**src/rtl/slr_pkg.sv**
```systemverilog
package slr_pkg;
   typedef enum logic [1:0] {
      DEST_DIV  = 2'd0,
      DEST_REF  = 2'd1,
      DEST_FUNC = 2'd2
   } dest_e;

   // c1 is the last bit shifted in, c2 the one before it
   function automatic dest_e route_of(input logic c1, input logic c2);
      if (c1)      return DEST_FUNC;
      else if (c2) return DEST_REF;
      else         return DEST_DIV;
   endfunction
endpackage

```
**src/rtl/slr_sync_rise.sv**
```systemverilog
module slr_sync_rise #(
   parameter int STAGES = 2
) (
   input  logic clk,
   input  logic rst_n,
   input  logic async_in,
   output logic level_o,
   output logic rise_o
);
   generate
      if (STAGES < 2) begin : g_bad_stages
         $error("slr_sync_rise needs at least two stages");
      end
   endgenerate

   logic [STAGES-1:0] chain;
   logic              prev;

   always_ff @(posedge clk or negedge rst_n) begin
      if (!rst_n) begin
         chain <= '0;
         prev  <= 1'b0;
      end else begin
         chain <= {chain[STAGES-2:0], async_in};
         prev  <= chain[STAGES-1];
      end
   end

   assign level_o = chain[STAGES-1];
   assign rise_o  = chain[STAGES-1] & ~prev;
endmodule

```
**src/rtl/slr_shift.sv**
```systemverilog
module slr_shift #(
   parameter int WIDTH = 20
) (
   input  logic             clk,
   input  logic             rst_n,
   input  logic             shift_en,
   input  logic             bit_in,
   output logic [WIDTH-1:0] word_o
);
   generate
      if (WIDTH < 4) begin : g_bad_width
         $error("slr_shift width too small");
      end
   endgenerate

   always_ff @(posedge clk or negedge rst_n) begin
      if (!rst_n)        word_o <= '0;
      else if (shift_en) word_o <= {word_o[WIDTH-2:0], bit_in};
   end


   shift_in_lsb_chk: assert property (@(posedge clk) disable iff (!rst_n)
      shift_en |=> word_o[0] == $past(bit_in));


   shift_hold_chk: assert property (@(posedge clk) disable iff (!rst_n)
      !shift_en |=> $stable(word_o));
endmodule

```
**src/rtl/slr_latch_bank.sv**
```systemverilog
module slr_latch_bank
   import slr_pkg::*;
#(
   parameter int SR_W    = 20,
   parameter int CTL_W   = 2,
   parameter int FIELD_W = 6,
   localparam int FUNC_W = SR_W - CTL_W
) (
   input  logic               clk,
   input  logic               rst_n,
   input  logic               load,
   input  logic [SR_W-1:0]    word,
   output logic [FIELD_W-1:0] swallow_o,
   output logic [FIELD_W-1:0] main_o,
   output logic [FIELD_W-1:0] ref_o,
   output logic [FUNC_W-1:0]  func_o,
   output logic               n_pulse_o
);
   generate
      if (CTL_W != 2) begin : g_bad_ctl
         $error("control field must be two bits");
      end
      if (SR_W < CTL_W + 2*FIELD_W) begin : g_bad_sr
         $error("shift register too short for the divide fields");
      end
   endgenerate

   localparam int A_LO = CTL_W;
   localparam int B_LO = CTL_W + FIELD_W;

   dest_e dest;
   assign dest = route_of(word[0], word[1]);

   always_ff @(posedge clk or negedge rst_n) begin
      if (!rst_n) begin
         swallow_o <= '0;
         main_o    <= '0;
         ref_o     <= '0;
         func_o    <= '0;
         n_pulse_o <= 1'b0;
      end else begin
         n_pulse_o <= 1'b0;
         if (load) begin
            unique case (dest)
               DEST_DIV: begin
                  swallow_o <= word[A_LO +: FIELD_W];
                  main_o    <= word[B_LO +: FIELD_W];
                  n_pulse_o <= 1'b1;
               end
               DEST_REF:  ref_o  <= word[A_LO +: FIELD_W];
               default:   func_o <= word[SR_W-1:CTL_W];
            endcase
         end
      end
   end


   hold_without_load_chk: assert property (@(posedge clk) disable iff (!rst_n)
      !load |=> ($stable(swallow_o) && $stable(main_o) && $stable(ref_o) && $stable(func_o)));


   pulse_has_cause_chk: assert property (@(posedge clk) disable iff (!rst_n)
      n_pulse_o |-> $past(load) && $past(word[1:0]) == 2'b00);


   pulse_single_chk: assert property (@(posedge clk) disable iff (!rst_n)
      n_pulse_o |=> !n_pulse_o);


   func_keeps_div_chk: assert property (@(posedge clk) disable iff (!rst_n)
      (load && word[0]) |=> ($stable(swallow_o) && $stable(main_o) && $stable(ref_o)));
endmodule

```
**src/rtl/serial_cfg_loader.sv**
```systemverilog
module serial_cfg_loader #(
   parameter int SR_W        = 20,
   parameter int CTL_W       = 2,
   parameter int FIELD_W     = 6,
   parameter int SYNC_STAGES = 2,
   localparam int FUNC_W     = SR_W - CTL_W
) (
   input  logic               clk,
   input  logic               rst_n,
   input  logic               ser_clk,
   input  logic               ser_dat,
   input  logic               ser_le,
   input  logic               chip_en,
   output logic [FIELD_W-1:0] swallow_q,
   output logic [FIELD_W-1:0] main_q,
   output logic [FIELD_W-1:0] ref_q,
   output logic [FUNC_W-1:0]  func_q,
   output logic [FIELD_W-1:0] cnt_swallow,
   output logic [FIELD_W-1:0] cnt_main,
   output logic [FIELD_W-1:0] cnt_ref,
   output logic               powered_up,
   output logic               new_n_loaded
);
   localparam int N_IN = 4;

   logic [N_IN-1:0] raw_in, lvl, rise;
   assign raw_in = {chip_en, ser_le, ser_dat, ser_clk};

   genvar gi;
   generate
      for (gi = 0; gi < N_IN; gi++) begin : g_sync
         slr_sync_rise #(.STAGES(SYNC_STAGES)) u_sync (
            .clk      (clk),
            .rst_n    (rst_n),
            .async_in (raw_in[gi]),
            .level_o  (lvl[gi]),
            .rise_o   (rise[gi])
         );
      end
   endgenerate

   logic [SR_W-1:0] sr_word;

   slr_shift #(.WIDTH(SR_W)) u_shift (
      .clk      (clk),
      .rst_n    (rst_n),
      .shift_en (rise[0]),
      .bit_in   (lvl[1]),
      .word_o   (sr_word)
   );

   slr_latch_bank #(.SR_W(SR_W), .CTL_W(CTL_W), .FIELD_W(FIELD_W)) u_bank (
      .clk       (clk),
      .rst_n     (rst_n),
      .load      (rise[2]),
      .word      (sr_word),
      .swallow_o (swallow_q),
      .main_o    (main_q),
      .ref_o     (ref_q),
      .func_o    (func_q),
      .n_pulse_o (new_n_loaded)
   );

   always_ff @(posedge clk or negedge rst_n) begin
      if (!rst_n) begin
         cnt_swallow <= '0;
         cnt_main    <= '0;
         cnt_ref     <= '0;
      end else if (rise[3]) begin
         cnt_swallow <= swallow_q;
         cnt_main    <= main_q;
         cnt_ref     <= ref_q;
      end
   end

   assign powered_up = lvl[3];


   preload_hold_chk: assert property (@(posedge clk) disable iff (!rst_n)
      !rise[3] |=> ($stable(cnt_swallow) && $stable(cnt_main) && $stable(cnt_ref)));


   preload_copy_chk: assert property (@(posedge clk) disable iff (!rst_n)
      rise[3] |=> (cnt_main == $past(main_q) && cnt_ref == $past(ref_q)));
endmodule

```
**config.mk**
```make
export PLATFORM = sky130hd
export DESIGN_NAME = serial_cfg_loader
export DESIGN_NICKNAME = d
export VERILOG_FILES = /design/src/rtl/slr_pkg.sv /design/src/rtl/slr_sync_rise.sv /design/src/rtl/slr_shift.sv /design/src/rtl/slr_latch_bank.sv /design/src/rtl/serial_cfg_loader.sv
export SDC_FILE = /design/constraint.sdc
export NUM_CORES = 1
export LEC_CHECK = 0
export BUFFER_PORTS_ARGS = -buffer_cell sky130_fd_sc_hd__buf_2
export CAP_MARGIN = 20
export CELL_PAD_IN_SITES_DETAIL_PLACEMENT = 1
export CELL_PAD_IN_SITES_GLOBAL_PLACEMENT = 1
export CORE_UTILIZATION = 45
export CTS_CLUSTER_SIZE = 20
export DETAILED_ROUTE_END_ITERATION = 16
export PLACE_DENSITY_LB_ADDON = 0.1
export SYNTH_ARGS = -nofsm -noshare
export SYNTH_HDL_FRONTEND = slang
export SYNTH_SLANG_ARGS = --single-unit
```
**constraint.sdc**
```tcl
create_clock -name clk -period 2.35 [get_ports clk]
set_clock_uncertainty 0.2 [all_clocks]
set_input_delay 0.1175 -clock clk [delete_from_list [all_inputs] [get_ports clk]]
set_output_delay 0.1175 -clock clk [all_outputs]
set_load 0.005 [all_outputs]
```
After elaboration in Yosys (flattened, before gate mapping):

Index checks and enable logic that the tools add are counted.

* register bits after elaboration: 86
* output and inout port bits: 56
* logic and storage cells: 33

* equal/unequal tests: 1
* multiplexer cells: 4
* bitwise operators: 7
* reduce and logical (&&, ||, !) cells: 5

Operators by type and width (count)
* AND reduction 2 bit: 3
* NOT 1 bit: 4
* AND 1 bit: 3
* two-way mux 1 bit: 3
* equality test 2 x 1 -> 1 bit, second input constant: 1
* zero test 2 bit: 1
* two-way mux 2 bit: 1
* OR reduction 2 bit: 1

Longest topological paths before layout:

Gate-level depths: netlist of the first run.

* depth after elaboration: 6
* mapped depth: 4
* mapped depth without buffers: 2

Modules after synthesis:

From an unflattened synthesis of the first run, not the netlist that was laid out.

* cells, all modules: 174
* area, all modules: 3289.4 um^2

Modules (own cells, without submodules)
* slr_latch_bank: times used 1, cells each 78, area an instance 1388.8 um^2, sequential area each 925.9 um^2
* slr_shift: times used 1, cells each 42, area an instance 823.3 um^2, sequential area each 500.5 um^2
* serial_cfg_loader: times used 1, cells each 38, area an instance 721.9 um^2, sequential area each 450.4 um^2
* slr_sync_rise: times used 4, cells each 4, area an instance 88.8 um^2, sequential area each 75.1 um^2

Least setup slack after synthesis of the first run:

OpenSTA, ideal clock, no wires.

* path type: register to register
* start point: register u_shift.word_o[0]
* end point: register u_bank.main_o[0]
* setup time: 0.125 ns
* arrival time: 1.296 ns
* required time: 2.025 ns
* setup slack: 0.729 ns
* cell stages (with the launch flop): 4
* buffers on the path: 1
* path through: dfrtp_1 > nor4b_4 > buf_6 > mux2_2

* cells in the longest elaborated chain, start to end: 3

RTL lines
* start: declaration: RTL line slr_shift.sv:8 `output logic [WIDTH-1:0] word_o`
* start signal: assignment: RTL line slr_shift.sv:18 `else if (shift_en) word_o <= {word_o[WIDTH-2:0], bit_in};`
* two-way mux 2 bit: RTL line slr_pkg.sv:10 `if (c1) return DEST_FUNC;`
* zero test 2 bit: RTL line slr_latch_bank.sv:44 `unique case (dest)`
* AND reduction 2 bit (no source line)
* end signal: assignment: RTL line slr_latch_bank.sv:47 `main_o <= word[B_LO +: FIELD_W];`
* end: declaration: RTL line slr_latch_bank.sv:14 `output logic [FIELD_W-1:0] main_o,`

No other way between the ends.
A chain may end at the register's enable or synchronous reset.

Final worst setup path of the first run:

* start point: register u_shift.word_o[0]
* end point: register u_bank.ref_o[2]

* cells in the longest elaborated chain, start to end: 3

RTL lines
* two-way mux 2 bit: RTL line slr_pkg.sv:10
* equality test 2 x 1 -> 1 bit: RTL line slr_latch_bank.sv:44
* AND reduction 2 bit (no source line)
* end signal: assignment: RTL line slr_latch_bank.sv:50 `DEST_REF: ref_o <= word[A_LO +: FIELD_W];`
* end: declaration: RTL line slr_latch_bank.sv:15 `output logic [FIELD_W-1:0] ref_o,`

No other way between the ends.

==> flow_metrics.py, run 1 <==
metrics = {
    "logic_synthesis": {
        "synth-adder-area-share_pct": 0,
        "synthXorXnorAreaFrac_pct": 0,
        "synth_top_family_by_area": "multiplexers",
        "syn_area_mm2": 0.00311,
        "synth.distinct_cells": 8,
        "synth_simple_gate_area_share_pct": 2.21,
        "share_of_the_synthesized_area_in_compound_gates_ao_oa_aoi_oai_pct": 0,
        "post_synth_mux_area_share_pct": 26.8,
        "syn-num-nets": 178,
        "postSynthAreaPerCell_um2": 18.1,
        "yosysWarnings": 0,
        "netlist_instances": 172,
        "yosys_register_bits": 86,
        "synth-seq-area-share_pct": 69.2,
    },
    "route": {
        "drtIter0Drc": 22,
        "wl_per_cell_um": 17.4,
        "first_pass_iters": 4,
        "route.final.wire_length_um": 5720,
        "drcViolationCount": 0,
        "detail_route.vias_per_cell": 5.07,
        "detail-route-antenna-nets": 0,
        "routed-via-count": 1667,
    },
    "placed_design": {
        "io_buf_count": 61,
        "dpl_cell_area_mm2": 0.00351,
        "place_congestion": 0.675,
        "dp_hpwl_um": 3970,
        "numPlacedInstances": 308,
    },
    "die": {
        "io-pin-count": 62,
        "die_area_mm2": 0.00724,
        "die_height_um": 85.1,
        "rows": 29,
        "initial_core_util_pct": 47.9,
        "die_w_um": 85.1,
        "coreArea_mm2": 0.00649,
    },
    "clock_network": {
        "total_of_hold_buffers_inserted_after_clock_tree_synthesis": 5,
        "clk_pin_slew_ps": 80,
        "cts-htree-levels": 3,
        "cts_root_buf": "sky130_fd_sc_hd__clkbuf_8",
        "clock-sinks": 86,
        "post_cts.resized_instances": 0,
        "post_cts_repair_setup_buffers": 0,
        "clock_tree_from_tritoncts": "done",
        "clk-insertion-delay-late_ps": 330,
        "cts-buffers-inserted": 9,
        "cts_buffer_depth": 2,
    },
    "sta": {
        "final_period_minus_worst_setup_slack_ps": 1700,
        "fin_tns_setup_ps": 0,
        "timing.final.setup_violations": 0,
        "timing_max_transition_violations_final": 0,
        "hold_violations": 0,
        "grt_setup_unrepaired": "no",
        "clock.fmax_ghz": 0.589,
        "max-slew-margin-rel_pct": 63.3,
        "share_of_the_clock_period_used_by_the_worst_path_after_layout_pct": 72.2,
        "worstMarginPinSlew_ps": 551,
    },
    "worst_setup_path": {
        "critical-path-top-delay-family": "simple AND/OR/NAND/NOR gates",
        "cp_data_arrival_time_ps": 1720,
        "crit_path_cell_trace": "and4bb_1 > mux2_2",
        "sum_of_buffers_and_inverters_on_the_critical_path": 0,
        "worstSetupStartpointType": "flip-flop",
        "required_ps": 2370,
        "crit_slowest_cell": "sky130_fd_sc_hd__and4bb_1",
        "timing.critical_path.slowest_cell_delay_ps": 520,
        "timing.critical_path.to_type": "flip-flop",
        "critical_path_class": "flip-flop to flip-flop",
        "highest_net_fanout_along_the_worst_path": 6,
    },
    "finish": {
        "drive_gt1_share_pct": 62.7,
        "area_growth_pct": 21.1,
        "finish.net_count": 253,
        "instances_no_fill": 329,
        "layout.cells.most_common": "sky130_fd_sc_hd__dfrtp_1",
        "final_cell_area_mm2": 0.00376,
        "antennaDiodeCount": 0,
        "final_cell_mix": "sky130_fd_sc_hd__dfrtp_1, sky130_fd_sc_hd__mux2_2, sky130_fd_sc_hd__buf_2",
    },
    "status": {
        "run_status": "finished clean",
    },
    "global_route": {
        "grt_pass1_wl_um": 9930,
        "antenna_found_initial": 0,
        "first_global_vias": 1901,
        "globalRouteTotalUtil_pct": 18.1,
        "grt_max_degree": 45,
        "overflow": 0,
    },
    "min_path": {
        "holdCritPathClass": "input port to async pin",
    },
    "power_and_ir_drop": {
        "power.ir.vdd_worst_uv": 561,
        "cellPowerDensity_mw_per_mm2": 1170,
        "power.static_leakage_nw": 1.91,
    },
    "job": {
        "maxCapViolCount": 0,
    },
}
## cells by family after synthesis
| family | after synthesis |
|---|---|
| flops | 86 |
| mux | 74 |
| simple gates | 5 |
| buf+inv | 7 |
## worst paths after layout
kind                                                     start                             endpoint  slack (ps)  cells after the start
setup / recovery                 u_shift.word_o[0]$_DFFE_PN0P_          u_bank.ref_o[2]$_DFFE_PN0P_         650                      2
hold / removal                                           rst_n              cnt_main[1]$_DFFE_PN0P_         110                      2
setup reg to reg                 u_shift.word_o[0]$_DFFE_PN0P_          u_bank.ref_o[2]$_DFFE_PN0P_         650                      2
hold reg to reg            g_sync[0].u_sync.chain[0]$_DFF_PN0_  g_sync[0].u_sync.chain[1]$_DFF_PN0_         150                      0
max in group asynchronous                                rst_n      g_sync[2].u_sync.prev$_DFF_PN0_        1210                      3
min in group clk           g_sync[0].u_sync.chain[0]$_DFF_PN0_  g_sync[0].u_sync.chain[1]$_DFF_PN0_         150                      0
## layer usage
metal	GRT usage (%)	part of all wire [%]	vias up
met5	0	0	-
met4	6.47	1.1	0
met1	22.6	43	873
li1	-	-	749
met2	31.8	52	38
met3	3.02	3.6	7
## sequential cells by signal (all words and copies together) (netlist names)
register,cells
g_sync.u_sync.prev,3
cnt_swallow,6
u_bank.main_o,6
u_bank.swallow_o,6
u_bank.n_pulse_o,1
g_sync.u_sync.chain,8
u_shift.word_o,20
u_bank.ref_o,6
cnt_ref,6
cnt_main,6
u_bank.func_o,18
## synth_stat cells, drive strengths merged
master	instances	area, µm²
dfrtp	86	2150
mux2	74	833
buf	7	53.8
nor2b	2	12.5
and4bb	1	12.5
nand3b	1	20.0
nor4b	1	23.8
## power breakdown
group	internal, W	switching [W]	leakage (nW)
combinational	0.000659	0.000380	0.719
clock	0.000549	0.000483	0.0996
sequential	0.00199	0.000361	1.09
## metrics by stage
stage | utilization [%] | hold WS [ps] | total power [W] | worst slack [ps]
after CTS | 58.0 | 116 | 0.00449 | 657
after detailed placement | 54.1 | -53.8 | 0.00345 | 685
after global placement | 54.1 | -74.3 | 0.00335 | 725
after floorplan | - | -378 | 0.00284 | 729
final | 58.0 | 109 | 0.00442 | 653
after global routing | 58.0 | 155 | 0.00471 | 599
## layout make-up
| cell class | count | area, µm² |
|---|---|---|
| Tap cell | 77 | 96.3 |
| Multi-Input combinational cell | 79 | 907 |
| Fill cell | 611 | 2730 |
| Clock buffer | 13 | 159 |
| Sequential cell | 86 | 2150 |
| Clock inverter | 3 | 42.5 |
| Timing Repair Buffer | 71 | 408 |
Power figures use the tool's default switching activity.
==> run 2: changes to the inputs <==
Clock period 2.35 ns to 1.68 ns, I/O delays scaled along.
==> flow_metrics.py, run 2 (same netlist as run 1, synthesis figures left out) <==
metrics = {
    "status": {
        "run_status": "finished, violations left",
        "violations": "hold timing",
    },
    "worst_setup_path": {
        "worstSetupStartpoint": "u_shift.word_o[1]$_DFFE_PN0P_",
        "critical_path.endpoint": "u_bank.swallow_o[0]$_DFFE_PN0P_",
        "timing.critical_path.to_type": "flip-flop",
        "register_to_register_setup_slack_ps": 70,
        "critical_path_class": "flip-flop to flip-flop",
        "crit_slowest_cell": "sky130_fd_sc_hd__dfrtp_1",
        "rr_startpoint": "u_shift.word_o[1]$_DFFE_PN0P_",
        "timing.critical_path.slowest_cell_delay_ps": 430,
        "required_ps": 1700,
        "worstSetupStartpointType": "flip-flop",
        "regToRegEndpoint": "u_bank.swallow_o[0]$_DFFE_PN0P_",
        "highest_net_fanout_along_the_worst_path": 4,
        "crit_path_cell_trace": "nor4b_4 > buf_4 > mux2_2",
        "worst_r2r_path_depth": 3,
        "cp_data_arrival_time_ps": 1630,
    },
    "global_route": {
        "grt_util_met2_pct": 28.7,
        "grt_max_degree": 32,
        "antenna_found_initial": 0,
        "first_global_vias": 1794,
        "groute.layer.met1.usage_pct": 22.4,
        "grt_most_used_layer": "met2",
        "overflow": 0,
        "grt_pass1_wl_um": 9470,
        "globalRouteTotalUtil_pct": 17.5,
        "globalRouteMet3Util_pct": 3.60,
    },
    "sta": {
        "max-slew-margin-rel_pct": 71.6,
        "worstMarginPinSlew_ps": 424,
        "final_period_minus_worst_setup_slack_ps": 1610,
        "fin_worst_hold_slack_ps": -23.7,
        "grt_setup_unrepaired": "yes",
        "hold_violations": 16,
        "share_of_the_clock_period_used_by_the_worst_path_after_layout_pct": 95.7,
        "timing.final.setup_violations": 0,
        "clock.fmax_ghz": 0.622,
        "timing_max_transition_violations_final": 0,
    },
    "route": {
        "drcViolationCount": 0,
        "wl_per_cell_um": 16.4,
        "route.final.wire_length_um": 5490,
        "detail-route-antenna-nets": 0,
        "first_pass_iters": 2,
        "detail_route.vias_per_cell": 5.03,
        "routed-via-count": 1680,
        "drtIter0Drc": 64,
    },
    "placed_design": {
        "place_congestion": 0.691,
        "dpl_cell_area_mm2": 0.00356,
        "io_buf_count": 61,
        "numPlacedInstances": 312,
        "dp_hpwl_um": 3980,
    },
    "finish": {
        "antennaDiodeCount": 0,
        "area_growth_pct": 23.1,
        "finish.net_count": 258,
        "final_cell_mix": "sky130_fd_sc_hd__dfrtp_1, sky130_fd_sc_hd__mux2_2, sky130_fd_sc_hd__buf_2",
        "instances_no_fill": 334,
        "fin_util_pct": 58.9,
        "largest_register_ffs": 20,
        "largestRegisters": "u_shift.word_o: 20 flops, u_bank.func_o: 18 flops, g_sync.u_sync.chain: 8 flops",
        "layout.cells.most_common": "sky130_fd_sc_hd__dfrtp_1",
        "final_cell_area_mm2": 0.00383,
        "max_flop_register": "u_shift.word_o",
        "drive_gt1_share_pct": 63.4,
    },
    "die": {
        "rows": 29,
        "die_height_um": 85.1,
        "die_area_mm2": 0.00724,
        "initial_core_util_pct": 47.9,
        "io-pin-count": 62,
        "coreArea_mm2": 0.00649,
        "die_w_um": 85.1,
    },
    "clock_network": {
        "clock-sinks": 86,
        "cts_buffer_depth": 2,
        "cts_root_buf": "sky130_fd_sc_hd__clkbuf_8",
        "cts-htree-levels": 3,
        "total_of_hold_buffers_inserted_after_clock_tree_synthesis": 6,
        "cts-buffers-inserted": 9,
        "clock_tree_from_tritoncts": "done",
        "clk_pin_slew_ps": 80,
        "clk-insertion-delay-late_ps": 340,
    },
    "power_and_ir_drop": {
        "power.total_w": 0.00618,
        "power.static_leakage_nw": 1.94,
        "power.ir.vdd_worst_uv": 700,
        "cellPowerDensity_mw_per_mm2": 1610,
    },
    "job": {
        "maxCapViolCount": 0,
    },
    "min_path": {
        "holdCritPathClass": "input port to async pin",
    },
}
run 2: changes by cell type in the layout (fill, tap and decap cells not counted):
cell                            delta
sky130_fd_sc_hd__buf_4             +2
sky130_fd_sc_hd__dfrtp_1           -1
sky130_fd_sc_hd__mux2_4            +1
sky130_fd_sc_hd__dlygate4sd3_1     +1
sky130_fd_sc_hd__dfrtp_2           +1
sky130_fd_sc_hd__mux2_2            -1
sky130_fd_sc_hd__buf_6             +1
sky130_fd_sc_hd__buf_12            +1
run 2: worst min path at each step:
| stage | from | to | slack, ps | cells after the start |
|---|---|---|---|---|
| 4_1_cts | rst_n | u_shift.word_o[12]$_DFFE_PN0P_ | -40 | 2 |
| 3_3_place_gp | rst_n | cnt_main[1]$_DFFE_PN0P_ | -180 | 1 |
| 3_5_place_dp | rst_n | cnt_main[1]$_DFFE_PN0P_ | -170 | 1 |
| 5_1_grt | rst_n | u_shift.word_o[12]$_DFFE_PN0P_ | -30 | 2 |
| 6_report | rst_n | u_shift.word_o[12]$_DFFE_PN0P_ | -20 | 2 |
| 2_1_floorplan | rst_n | cnt_main[0]$_DFFE_PN0P_ | -410 | 0 |
run 2: power by group:
group	internal, W	leakage (nW)	switching [W]
registers	0.00278	1.09	0.000496
clock network	0.000768	0.0996	0.000658
logic	0.000937	0.749	0.000534
run 2: area by class of cell:
cell class              count  area [µm²]
repair buffers             76         464
clock inverters             3        42.5
flip-flops and latches     86        2150
multi-input cells          79         911
well taps                  77        96.3
fillers                   621        2670
clock buffers              13         159
run 2: worst max-delay path: cells and delay by family (launching register included):
kind                   cells  cell delay, ps
flip-flops                 1             430
multiplexers               1             340
buffers and inverters      1             210
AND/OR/NAND/NOR            1             320
run 2: routing by layer:
layer	share of wire, %	routed length (µm)
met3	3.8	208
met4	1.8	97
met2	50	2760
met1	44	2430
met5	0	0
run 2: repair_timing:
action                     CTS  global route
gates resized for setup      0             3
hold endpoints to repair    90            16
setup endpoints to repair    0            11
buffers inserted             0             0
run 2: metrics by stage:
| step | worst slack, ps | TNS, ps |
|---|---|---|
| after CTS | 37.1 | 0 |
| after floorplan | 59.2 | 0 |
| after global placement | 77.9 | 0 |
| after detailed placement | 48.3 | 0 |
| after global routing | -7.69 | -13.2 |
| final | 72.4 | 0 |
==> run 3: changes to the inputs <==
Settings changed: CELL_PAD_IN_SITES_GLOBAL_PLACEMENT 1 to 2, CORE_UTILIZATION 45 to 39.
==> flow_metrics.py, run 3 (same netlist as run 1, synthesis figures left out) <==
metrics = {
    "finish": {
        "largest_register_ffs": 20,
        "finish.net_count": 255,
        "largestRegisters": "u_shift.word_o: 20 flops, u_bank.func_o: 18 flops, g_sync.u_sync.chain: 8 flops",
        "max_flop_register": "u_shift.word_o",
        "drive_gt1_share_pct": 63.0,
        "area_growth_pct": 23.6,
        "layout.cells.most_common": "sky130_fd_sc_hd__dfrtp_1",
        "final_cell_mix": "sky130_fd_sc_hd__dfrtp_1, sky130_fd_sc_hd__mux2_2, sky130_fd_sc_hd__buf_2",
        "antennaDiodeCount": 0,
    },
    "clock_network": {
        "cts-buffers-inserted": 9,
        "clk_pin_slew_ps": 80,
        "clk-insertion-delay-late_ps": 350,
        "cts_root_buf": "sky130_fd_sc_hd__clkbuf_8",
        "cts_buffer_depth": 2,
        "post_cts_repair_setup_buffers": 0,
        "clock-sinks": 86,
        "cts-htree-levels": 3,
        "clock_tree_from_tritoncts": "done",
    },
    "die": {
        "coreArea_mm2": 0.00773,
        "rows": 32,
        "die_height_um": 91.3,
        "die_w_um": 91.3,
        "io-pin-count": 62,
        "die_area_mm2": 0.00833,
        "initial_core_util_pct": 40.2,
    },
    "placed_design": {
        "pre_cts_ws_ps": 48.5,
        "io_buf_count": 61,
        "dp_hpwl_um": 3870,
        "place_congestion": 0.683,
    },
    "global_route": {
        "globalRouteTotalUtil_pct": 15.3,
        "overflow": 0,
        "grt_max_degree": 45,
        "grt_pass1_wl_um": 9560,
        "antenna_found_initial": 0,
        "first_global_vias": 1797,
    },
    "worst_setup_path": {
        "crit_slowest_cell": "sky130_fd_sc_hd__dfrtp_2",
        "highest_net_fanout_along_the_worst_path": 13,
        "cp_data_arrival_time_ps": 1630,
        "rr_startpoint": "u_shift.word_o[0]$_DFFE_PN0P_",
        "timing.critical_path.to_type": "flip-flop",
        "worst_r2r_path_depth": 3,
        "regToRegEndpoint": "u_bank.main_o[5]$_DFFE_PN0P_",
        "worstSetupStartpointType": "flip-flop",
        "crit_path_cell_trace": "nor4b_4 > buf_12 > mux2_2",
        "critical_path_class": "flip-flop to flip-flop",
        "timing.critical_path.slowest_cell_delay_ps": 460,
        "register_to_register_setup_slack_ps": 80,
        "required_ps": 1710,
    },
    "route": {
        "wl_per_cell_um": 15.7,
        "route.final.wire_length_um": 5580,
        "routed-via-count": 1667,
        "detail-route-antenna-nets": 0,
        "detail_route.vias_per_cell": 4.68,
        "drcViolationCount": 0,
        "drtIter0Drc": 33,
        "first_pass_iters": 2,
    },
    "sta": {
        "max-slew-margin-rel_pct": 77.3,
        "share_of_the_clock_period_used_by_the_worst_path_after_layout_pct": 95.2,
        "fin_ws_ps": 80.8,
        "clock.fmax_ghz": 0.625,
        "grt_setup_unrepaired": "no",
        "hold_violations": 0,
        "timing.final.setup_violations": 0,
        "fin_tns_setup_ps": 0,
        "final_period_minus_worst_setup_slack_ps": 1600,
        "worstMarginPinSlew_ps": 340,
        "timing_max_transition_violations_final": 0,
    },
    "min_path": {
        "holdCritPathClass": "flip-flop to flip-flop",
        "timing.hold.worst_path_depth": 0,
        "hold_path.startpoint": "g_sync[3].u_sync.chain[0]$_DFF_PN0_",
        "worst_hold_path.endpoint": "g_sync[3].u_sync.chain[1]$_DFF_PN0_",
    },
    "status": {
        "run_status": "finished clean",
    },
    "power_and_ir_drop": {
        "power.static_leakage_nw": 1.93,
        "power.total_w": 0.00618,
        "cellPowerDensity_mw_per_mm2": 1610,
        "power.ir.vdd_worst_uv": 503,
    },
    "job": {
        "maxCapViolCount": 0,
    },
}
==> run 3: cell types whose count changed in the layout (fill, tap and decap cells not counted), sizes merged <==
cell,change
buf,-3
==> run 3: power breakdown <==
part / switching (W) / internal [W] / total (W)
Combinational: 0.000504 / 0.000930 / 0.00143
Sequential: 0.000511 / 0.00278 / 0.00329
Clock: 0.000686 / 0.000768 / 0.00145
==> run 3: layer usage <==
| metal | part of all wire (%) | routed length (µm) | vias up | GRT usage, % |
|---|---|---|---|---|
| met4 | 2.1 | 117 | 0 | 8.73 |
| met5 | 0 | 0 | - | 0 |
| met1 | 44 | 2460 | 856 | 19.7 |
| li1 | - | - | 763 | - |
| met3 | 3.8 | 213 | 9 | 3.18 |
| met2 | 50 | 2790 | 39 | 24.1 |
==> run 3: repair_timing <==
item,CTS,global route
setup endpoints to repair,0,11
endpoints found under the hold margin,90,0
gates resized for setup,0,1
hold buffers,6,0
==> run 3: layout make-up <==
| class | instances | area (µm²) |
|---|---|---|
| multi-input combinational | 79 | 907 |
| clock buffer | 13 | 159 |
| sequential | 86 | 2150 |
| tap | 102 | 128 |
| fill | 761 | 3890 |
| timing repair buffer | 73 | 450 |
| clock inverter | 3 | 42.5 |
==> run 3: worst max path at each step <==
stage / slack, ps / from / cells after the start / endpoint
3_5_place_dp: 50 / u_shift.word_o[0]$_DFFE_PN0P_ / 3 / u_bank.swallow_o[0]$_DFFE_PN0P_
4_1_cts: 50 / u_shift.word_o[0]$_DFFE_PN0P_ / 3 / u_bank.main_o[1]$_DFFE_PN0P_
5_1_grt: 9 / u_shift.word_o[0]$_DFFE_PN0P_ / 3 / u_bank.swallow_o[2]$_DFFE_PN0P_
3_3_place_gp: 80 / u_shift.word_o[0]$_DFFE_PN0P_ / 3 / u_bank.swallow_o[3]$_DFFE_PN0P_
6_report: 80 / u_shift.word_o[0]$_DFFE_PN0P_ / 3 / u_bank.main_o[5]$_DFFE_PN0P_
2_1_floorplan: 60 / u_shift.word_o[0]$_DFFE_PN0P_ / 3 / u_bank.main_o[0]$_DFFE_PN0P_
==> run 3: critical path, delay by kind of cell (launching register included) <==
kind          cells  cell delay (ps)
mux               1              330
simple gates      1              310
flops             1              460
buf+inv           1              180
==> run 3: through the flow <==
step	area, µm²	cells	util, %	hold slack, ps
after floorplan	3110	172	-	-412
after global routing	3840	356	49.7	158
after detailed placement	3580	334	46.3	-189
after global placement	3580	334	46.3	-194
after CTS	3840	356	49.7	148
final	3840	356	49.7	154
